## src/rtl/spec_arb_pkg.sv

```systemverilog
`timescale 1ns/1ps
package spec_arb_pkg;

    // Result presentation state
    typedef enum logic [0:0] {
        ARB_IDLE  = 1'b0,
        ARB_ISSUE = 1'b1
    } arb_state_t;

    // Receiver capacity codes seen by the per-output picker
    localparam logic [1:0] CAP_ONE = 2'd1;
    localparam logic [1:0] CAP_TWO = 2'd2;

    // Index width for a population of n items (at least one bit)
    function automatic int unsigned idx_width(input int unsigned n);
        return (n > 1) ? $clog2(n) : 1;
    endfunction

endpackage

```

## src/rtl/spec_rr_pick2.sv

```systemverilog
`timescale 1ns/1ps
module spec_rr_pick2
    import spec_arb_pkg::*;
#(
    parameter int unsigned N_IN = 8
) (
    input  logic [N_IN-1:0]               req,
    input  logic [idx_width(N_IN)-1:0]    ptr,
    input  logic [1:0]                    cap,
    output logic [N_IN-1:0]               win_vec,
    output logic                          w0_v,
    output logic [idx_width(N_IN)-1:0]    w0_idx,
    output logic                          w1_v,
    output logic [idx_width(N_IN)-1:0]    w1_idx,
    output logic                          adv,
    output logic [idx_width(N_IN)-1:0]    next_ptr
);

    localparam int unsigned IW = idx_width(N_IN);

    function automatic logic [IW-1:0] step_idx(input logic [IW-1:0] p);
        if (int'(p) == int'(N_IN) - 1) begin
            return '0;
        end
        return p + 1'b1;
    endfunction

    // Circular scan from the pointer; the first two eligible requesters
    // win, limited by the free receiver count.
    always_comb begin
        int idx;
        win_vec = '0;
        w0_v    = 1'b0;
        w0_idx  = '0;
        w1_v    = 1'b0;
        w1_idx  = '0;
        for (int k = 0; k < int'(N_IN); k++) begin
            idx = int'(ptr) + k;
            if (idx >= int'(N_IN)) begin
                idx = idx - int'(N_IN);
            end
            if (req[idx]) begin
                if (!w0_v && cap != 2'd0) begin
                    w0_v         = 1'b1;
                    w0_idx       = IW'(idx);
                    win_vec[idx] = 1'b1;
                end else if (w0_v && !w1_v && cap == CAP_TWO) begin
                    w1_v         = 1'b1;
                    w1_idx       = IW'(idx);
                    win_vec[idx] = 1'b1;
                end
            end
        end
    end

    // Pointer moves past the last winner accepted
    always_comb begin
        adv      = w0_v;
        next_ptr = ptr;
        if (w1_v) begin
            next_ptr = step_idx(w1_idx);
        end else if (w0_v) begin
            next_ptr = step_idx(w0_idx);
        end
    end

endmodule

```

## src/rtl/spec_out_lane.sv

```systemverilog
`timescale 1ns/1ps
module spec_out_lane
    import spec_arb_pkg::*;
#(
    parameter int unsigned N_IN  = 8,
    parameter int unsigned N_OUT = 8,
    parameter int unsigned LANE  = 0
) (
    input  logic                               clk,
    input  logic                               rst_n,
    input  logic                               slot_strobe,
    input  logic [N_IN-1:0]                    sched_valid,
    input  logic [N_IN*idx_width(N_OUT)-1:0]   sched_dst,
    input  logic [N_IN-1:0]                    spec_valid,
    input  logic [N_IN*idx_width(N_OUT)-1:0]   spec_dst,
    output logic [N_IN-1:0]                    win_vec,
    output logic                               rx0_v,
    output logic [idx_width(N_IN)-1:0]         rx0_src,
    output logic                               rx1_v,
    output logic [idx_width(N_IN)-1:0]         rx1_src
);

    localparam int unsigned IW = idx_width(N_IN);
    localparam int unsigned OW = idx_width(N_OUT);

    logic            sched_hit;
    logic [IW-1:0]   sched_src;
    logic [N_IN-1:0] elig;
    logic [1:0]      cap;
    logic [IW-1:0]   rr_ptr_q;
    logic            w0_v, w1_v, adv;
    logic [IW-1:0]   w0_idx, w1_idx, next_ptr;

    // Scheduled cell aimed at this output and eligible speculative requests
    always_comb begin
        sched_hit = 1'b0;
        sched_src = '0;
        elig      = '0;
        for (int i = 0; i < int'(N_IN); i++) begin
            if (sched_valid[i] && sched_dst[i*OW +: OW] == OW'(LANE)) begin
                sched_hit = 1'b1;
                sched_src = IW'(i);
            end
            elig[i] = spec_valid[i] && !sched_valid[i] &&
                      (spec_dst[i*OW +: OW] == OW'(LANE));
        end
        cap = sched_hit ? CAP_ONE : CAP_TWO;
    end

    spec_rr_pick2 #(.N_IN(N_IN)) u_pick (
        .req      (elig),
        .ptr      (rr_ptr_q),
        .cap      (cap),
        .win_vec  (win_vec),
        .w0_v     (w0_v),
        .w0_idx   (w0_idx),
        .w1_v     (w1_v),
        .w1_idx   (w1_idx),
        .adv      (adv),
        .next_ptr (next_ptr)
    );

    // Round-robin pointer, advanced only in a slot with winners
    always_ff @(posedge clk) begin
        if (!rst_n) begin
            rr_ptr_q <= '0;
        end else if (slot_strobe && adv) begin
            rr_ptr_q <= next_ptr;
        end
    end

    // Receiver 0 carries the scheduled cell when there is one
    always_comb begin
        if (sched_hit) begin
            rx0_v   = 1'b1;
            rx0_src = sched_src;
            rx1_v   = w0_v;
            rx1_src = w0_idx;
        end else begin
            rx0_v   = w0_v;
            rx0_src = w0_idx;
            rx1_v   = w1_v;
            rx1_src = w1_idx;
        end
    end

endmodule

```

## src/rtl/spec_out_arb.sv

```systemverilog
`timescale 1ns/1ps
module spec_out_arb
    import spec_arb_pkg::*;
#(
    parameter int unsigned N_IN  = 8,
    parameter int unsigned N_OUT = 8
) (
    input  logic                               clk,
    input  logic                               rst_n,
    input  logic                               slot_strobe,
    input  logic [N_IN-1:0]                    sched_valid,
    input  logic [N_IN*idx_width(N_OUT)-1:0]   sched_dst,
    input  logic [N_IN-1:0]                    spec_valid,
    input  logic [N_IN*idx_width(N_OUT)-1:0]   spec_dst,
    output logic                               result_valid,
    output logic [N_IN-1:0]                    spec_ack,
    output logic [N_OUT-1:0]                   rx0_valid,
    output logic [N_OUT*idx_width(N_IN)-1:0]   rx0_src,
    output logic [N_OUT-1:0]                   rx1_valid,
    output logic [N_OUT*idx_width(N_IN)-1:0]   rx1_src
);

    localparam int unsigned IW = idx_width(N_IN);

    arb_state_t              state_q, state_d;
    logic [N_IN-1:0]         lane_win [N_OUT];
    logic [N_IN-1:0]         ack_c;
    logic [N_OUT-1:0]        rx0_v_c, rx1_v_c;
    logic [N_OUT*IW-1:0]     rx0_s_c, rx1_s_c;

    genvar gj;
    generate
        for (gj = 0; gj < int'(N_OUT); gj++) begin : g_lane
            spec_out_lane #(
                .N_IN  (N_IN),
                .N_OUT (N_OUT),
                .LANE  (gj)
            ) u_lane (
                .clk         (clk),
                .rst_n       (rst_n),
                .slot_strobe (slot_strobe),
                .sched_valid (sched_valid),
                .sched_dst   (sched_dst),
                .spec_valid  (spec_valid),
                .spec_dst    (spec_dst),
                .win_vec     (lane_win[gj]),
                .rx0_v       (rx0_v_c[gj]),
                .rx0_src     (rx0_s_c[gj*IW +: IW]),
                .rx1_v       (rx1_v_c[gj]),
                .rx1_src     (rx1_s_c[gj*IW +: IW])
            );
        end
    endgenerate

    // Each input targets one output, so the per-output wins never overlap
    always_comb begin
        ack_c = '0;
        for (int j = 0; j < int'(N_OUT); j++) begin
            ack_c = ack_c | lane_win[j];
        end
    end

    // Next-state logic
    always_comb begin
        state_d = state_q;
        unique case (state_q)
            ARB_IDLE:  state_d = slot_strobe ? ARB_ISSUE : ARB_IDLE;
            ARB_ISSUE: state_d = slot_strobe ? ARB_ISSUE : ARB_IDLE;
            default:   state_d = ARB_IDLE;
        endcase
    end

    // State register
    always_ff @(posedge clk) begin
        if (!rst_n) begin
            state_q <= ARB_IDLE;
        end else begin
            state_q <= state_d;
        end
    end

    // Registered result fields: loaded on a strobe, cleared otherwise
    always_ff @(posedge clk) begin
        if (!rst_n) begin
            spec_ack  <= '0;
            rx0_valid <= '0;
            rx0_src   <= '0;
            rx1_valid <= '0;
            rx1_src   <= '0;
        end else if (slot_strobe) begin
            spec_ack  <= ack_c;
            rx0_valid <= rx0_v_c;
            rx0_src   <= rx0_s_c;
            rx1_valid <= rx1_v_c;
            rx1_src   <= rx1_s_c;
        end else begin
            spec_ack  <= '0;
            rx0_valid <= '0;
            rx0_src   <= '0;
            rx1_valid <= '0;
            rx1_src   <= '0;
        end
    end

    assign result_valid = (state_q == ARB_ISSUE);

endmodule

```

## config.mk

```make
export PLATFORM = sky130hd
export DESIGN_NAME = spec_out_arb
export DESIGN_NICKNAME = d
export VERILOG_FILES = /design/src/rtl/spec_arb_pkg.sv /design/src/rtl/spec_rr_pick2.sv /design/src/rtl/spec_out_lane.sv /design/src/rtl/spec_out_arb.sv
export SDC_FILE = /design/constraint.sdc
export NUM_CORES = 1
export LEC_CHECK = 0
export ABC_AREA = 1
export BUFFER_PORTS_ARGS = -buffer_cell sky130_fd_sc_hd__buf_2
export CAP_MARGIN = 10
export CORE_ASPECT_RATIO = 1.1
export CORE_UTILIZATION = 45
export CTS_BUF_LIST = sky130_fd_sc_hd__clkbuf_4
export CTS_CLUSTER_SIZE = 24
export DETAILED_ROUTE_END_ITERATION = 10
export SETUP_SLACK_MARGIN = 0.05
export SYNTH_ARGS = -nofsm -noshare
export SYNTH_HDL_FRONTEND = slang
export SYNTH_SLANG_ARGS = --single-unit
```

## constraint.sdc

```tcl
create_clock -name clk -period 3.9 [get_ports clk]
set_clock_uncertainty 0.05 [all_clocks]
set_input_delay 1.17 -clock clk [delete_from_list [all_inputs] [get_ports clk]]
set_output_delay 1.17 -clock clk [all_outputs]
set_load 0.02 [all_outputs]
```

==> metrics.md, run 1 <==
| Metric | Value |
|---|---|
| CTS Root Cell | `clkbuf_4` |
| Failing step | `5_1_grt` |
| Initial cell density of the core | `0.459` |
| Die Y | `229 um` |
| Top Ports | `140` |
| Num CTS Buffers | `9` |
| Post-synth EDFFs | `0` |
| Hold_buf cts | `0` |
| Port bufs | `139` |
| Clk buf depth | `2` |
| Htree depth | `3` |
| Gr ovfl total | `48` |
| Post-synth top cells | `nand2_1, nand3_1, nor2_1, inv_1, o21ai_0` |
| Cells after Synth | `4,095` |
| Mean Syn Cell Area | `5.14 um2` |
| Cell with the most instances after synthesis | `nand2_1` |
| Post-synth top area cell | `nand2_1` |
| Ys Warns | `0` |
| Seq cells post-synth | `97` |
| Largest net degree at the start of global routing | `45` |
| Placed standard-cell area | `29,800 um2` |
| Error | `[ERROR GRT-0232] Routing congestion too high. Check the congestion heatmap in the GUI.` |
| Cell Area, Synth | `21,000 um2` |
| Syn_nets | `4,274` |
| Total GRT Usage | `0.666` |
| Status | `did not finish` |
| Top FF cell, synth | `dfxtp_1` |
| Clock sink count | `97` |
| Yosys top cell area share | `0.233` |
| Synth unique cells | `62` |
| Worst EP Category | `sequential cell input` |
| Num rows | `82` |
| Register area share after synthesis | `0.0923` |
| Post-DP HPWL | `110,000 um` |
| FFs w/ async S/R, synth | `0` |
| Worst endpoint, post-GRT repair | `g_lane[7].u_lane.rr_ptr_q[2]$_SDFFE_PN0P_/D` |
| Die span in x | `208 um` |
| Routability congestion estimate | `1.23` |
| Synth area leaders | `nand2_1, nand3_1, dfxtp_1, nor2_1, inv_1` |
## metrics by stage
step	instances	hold slack, ns	setup slack, ns
3_3_place_gp	5687	0.616	-0.810
3_5_place_dp	5687	0.620	-0.863
4_1_cts	5726	0.646	0.0170
2_1_floorplan	4095	0.527	-0.0382
## logic make-up after synthesis
family,synth area share
buffers and inverters,0.114
AOI/OAI and AO/OA,0.134
adders and majority gates,0.0666
xor gates and xnor gates,0.00434
DFF,0.0923
and+or+nand+nor,0.589
## what timing repair did
action | 4_1_cts
resized for setup | 112
hold endpoints to repair | 0
pin swaps | 31
setup endpoints to repair | 23
setup buffers | 23
## routing by layer
metal  GRT overflow  GRT usage
met5              0     0.0659
met4             18      0.661
met3              0      0.380
met2             30      0.906
met1              0      0.700
==> inputs of run 2 (changes only) <==
--- a/config.mk
+++ b/config.mk
@@ -8,12 +8,9 @@
 export ABC_AREA = 1
 export BUFFER_PORTS_ARGS = -buffer_cell sky130_fd_sc_hd__buf_2
 export CAP_MARGIN = 10
-export CORE_ASPECT_RATIO = 1.1
-export CORE_UTILIZATION = 45
-export CTS_BUF_LIST = sky130_fd_sc_hd__clkbuf_4
-export CTS_CLUSTER_SIZE = 24
+export CORE_UTILIZATION = 30
 export DETAILED_ROUTE_END_ITERATION = 10
-export SETUP_SLACK_MARGIN = 0.05
+export PLACE_DENSITY_LB_ADDON = 0.15
 export SYNTH_ARGS = -nofsm -noshare
 export SYNTH_HDL_FRONTEND = slang
 export SYNTH_SLANG_ARGS = --single-unit
==> constraint.sdc (replaced) <==
create_clock -name clk -period 5.05 [get_ports clk]
set_clock_uncertainty 0.05 [all_clocks]
set_input_delay 1.515 -clock clk [delete_from_list [all_inputs] [get_ports clk]]
set_output_delay 1.515 -clock clk [all_outputs]
set_load 0.02 [all_outputs]
==> run 2 against run 1 <==
The run now ends clean. Synthesized area stayed put. Synthesized cell count is the same.
==> metrics.md, run 2 <==
| Metric | Value |
|---|---|
| Worst r2r src | `g_lane[0].u_lane.rr_ptr_q[1]$_SDFFE_PN0P_` |
| Reg2reg setup slack | `0.75 ns` |
| Achievable Freq | `203 MHz` |
| LEAKAGE | `0.0165 uW` |
| DRT Pass-1 Iters | `6` |
| Mean Syn Cell Area | `5.14 um2 (unchanged)` |
| Max_cap viols | `0` |
| Crit start category | `primary input` |
| Vias in the first global route | `29,000` |
| Final setup viols | `0` |
| Status | `finished, final reports clean (was did not finish)` |
| Initial cell density of the core | `0.305 (was 0.459)` |
| Hold Crit Depth | `2` |
| Clk buf depth | `2 (unchanged)` |
| FFs w/ async S/R, synth | `0 (unchanged)` |
| Worst Min Path Start | `g_lane[6].u_lane.rr_ptr_q[1]$_SDFFE_PN0P_` |
| Critical Path End Type | `flop` |
| Fin. max-slew vios | `0` |
| Post-synth EDFFs | `0 (unchanged)` |
| Commonest cells after routing, fill and taps aside | `nand2_1, buf_4, nand3_1` |
| Layout area overhead | `40.8%` |
| Die span in x | `267 um (was 208 um)` |
| Cell Area, Synth | `21,000 um2 (unchanged)` |
| R2R depth | `23` |
| Maximum VDD drop | `0.491 mV` |
| Slew HR | `0.492` |
| Post-DP HPWL | `124,000 um (was 110,000 um)` |
| Syn_nets | `4,274 (unchanged)` |
| Final core occ | `0.430` |
| CTS Root Cell | `clkbuf_16 (was clkbuf_4)` |
| PnR worst setup slack | `0.126 ns` |
| Htree depth | `3 (unchanged)` |
| Die Y | `267 um (was 229 um)` |
| Seq cells post-synth | `97 (unchanged)` |
| Nets | `5,177` |
| Largest net degree at the start of global routing | `33` |
| Via Count | `31,600` |
| Top FF cell, synth | `dfxtp_1 (unchanged)` |
| Worst-path fanout max | `10` |
| Top Registers | `g_lane.u_lane.rr_ptr_q (24), rx0_src (24), rx1_src (24)` |
| Placed standard-cell area | `29,200 um2 (was 29,800 um2)` |
| Unrepaired setup endpoints after global routing | `true` |
| Total GRT Usage | `0.395` |
| Synth unique cells | `62 (unchanged)` |
| Dpl ws | `-0.531 ns (was -0.863 ns)` |
| Routability congestion estimate | `1.15 (was 1.23)` |
| Post-route setup TNS | `0 ns` |
| # fillers | `7,912` |
| Top Ports | `140 (unchanged)` |
| First DRT Iteration DRCs | `3,748` |
| Share of layout cells above drive strength 1 | `0.254` |
| TritonCTS clock tree | `done` |
| Commonest non-fill, non-tap cell in the layout | `nand2_1` |
| Clock sink count | `97 (unchanged)` |
| Gr ovfl total | `0` |
| End of the worst register-to-register path | `spec_ack[7]$_SDFF_PN0_` |
| Core ar. | `68,900 um2` |
| Num rows | `96 (was 82)` |
| Register area share after synthesis | `0.0923 (unchanged)` |
| Ys Warns | `0 (unchanged)` |
| Die Area | `71,200 um2` |
| Arr. time, crit path | `5.20 ns` |
| Yosys top cell area share | `0.233 (unchanged)` |
| Hold crit path type | `reg -> reg` |
| Clock Latency Late Sink | `0.43 ns` |
| Num CTS Buffers | `9 (unchanged)` |
| First-pass GRT wire length | `201,000 um` |
| Cell with the most instances after synthesis | `nand2_1 (unchanged)` |
| DRC | `0` |
| Crit share post-route | `0.975` |
| Routed WL per cell | `24.1 um` |
| Synth area leaders | `nand2_1, nand3_1, dfxtp_1, nor2_1, inv_1 (unchanged)` |
| Worst-Margin Slew | `0.758 ns` |
| WP data required | `5.33 ns` |
| Vias/cell | `5.33` |
| Clk slew on worst S/H paths | `0.10 ns` |
| Initial antenna violation count | `5` |
| ANT nets after route | `0` |
| Final Hold Fails | `0` |
| Hold endpoint | `g_lane[6].u_lane.rr_ptr_q[1]$_SDFFE_PN0P_` |
| Port bufs | `139 (unchanged)` |
| Final Critical Period | `4.92 ns` |
| Post-synth top cells | `nand2_1, nand3_1, nor2_1, inv_1, o21ai_0 (unchanged)` |
| Cells after Synth | `4,095 (unchanged)` |
| P per Cell Area | `796 nW/um2` |
| Post-synth top area cell | `nand2_1 (unchanged)` |
| Crit Path Category | `in -> reg` |
| Final non-filler cell area | `29,600 um2` |
| Post-Route WL | `143,000 um` |
| Tot Pwr | `23,600 uW` |
[run 2: kinds of logic (layout without fill, tap and decap cells)]
logic type                 Yosys count  count (layout)  share of synthesized area
DFF                                 97              97                     0.0923
AOI/OAI and AO/OA                  480             480                      0.134
adders and majority gates          112             112                     0.0666
and+or+nand+nor                   2777            2777                      0.589
buffers and inverters              622            1530                      0.114
other                                0               4                          0
xor gates and xnor gates             7               7                    0.00434
[run 2: layout make-up]
cell class / count / area, um2 / area share
clock inverters: 7 / 98.8 / 0.00334
multi-input cells: 3376 / 16800 / 0.568
flip-flops and latches: 97 / 1940 / 0.0656
clock buffers: 9 / 225 / 0.00760
diodes: 4 / 10.0 / 0.000338
well taps: 931 / 1160 / 0.0393
inverters: 519 / 1950 / 0.0659
repair buffers: 995 / 7410 / 0.250
[run 2: power by group]
part	switching, uW	leakage, uW	total [uW]	internal (uW)
Combinational	13400	0.0156	21600	8200
Clock	467	0.000154	869	402
Sequential	103	0.000797	1120	1010
Total	14000	0.0165	23600	9610
[run 2: worst max path at each step]
stage                    from                                   endpoint  slack (ns)  cells past startpoint
2_1_floorplan     spec_dst[4]  g_lane[4].u_lane.rr_ptr_q[2]$_SDFFE_PN0P_        0.70                     24
3_3_place_gp   sched_valid[2]                     spec_ack[6]$_SDFF_PN0_       -0.52                     28
3_5_place_dp   sched_valid[2]                     spec_ack[6]$_SDFF_PN0_       -0.53                     28
4_1_cts           spec_dst[7]  g_lane[4].u_lane.rr_ptr_q[2]$_SDFFE_PN0P_       0.003                     27
5_1_grt           spec_dst[7]  g_lane[4].u_lane.rr_ptr_q[2]$_SDFFE_PN0P_       -0.06                     28
6_report        sched_dst[10]                     spec_ack[5]$_SDFF_PN0_        0.13                     28
[run 2: repair_timing]
item,CTS,global route
hold buffers,0,0
setup endpoints to repair,2,21
resized for setup,2,35
endpoints found under the hold margin,0,0
buffers inserted,0,1
pin swaps,0,3
[run 2: per-stage QoR]
step | instances | hold WS, ns
6_report | 5938 | 0.582
5_1_grt | 5936 | 0.607
4_1_cts | 5933 | 0.571
3_5_place_dp | 5917 | 0.551
3_3_place_gp | 5917 | 0.549
2_1_floorplan | 4095 | 0.522
[run 2: layer usage]
layer  GRT usage  part of all wire
met5           0          0.000070
met4       0.212             0.058
met3      0.0550             0.077
met2       0.596              0.42
met1       0.538              0.45
[run 2: critical path, cell delays in order]
cell and delay [ns]:
buf_2 0.11, inv_1 0.07, nand2_1 0.07, nor2_1 0.26, nor2_1 0.13, o211ai_1 0.11, buf_4 0.19, nor2_2 0.05
buf_4 0.17, inv_1 0.08, buf_4 0.27, a21oi_2 0.17, buf_4 0.18, nand2_1 0.09, nand2_1 0.06, nor2_1 0.09
o21ai_0 0.14, nor2_1 0.27, nand3_1 0.12, nor2_1 0.09, nand4_1 0.21, nor2_1 0.16, nand2_1 0.08, nor2_1 0.12
buf_4 0.15, nand4_1 0.09, nand2_1 0.11, inv_1 0.04
Power figures use the tool's default switching activity.
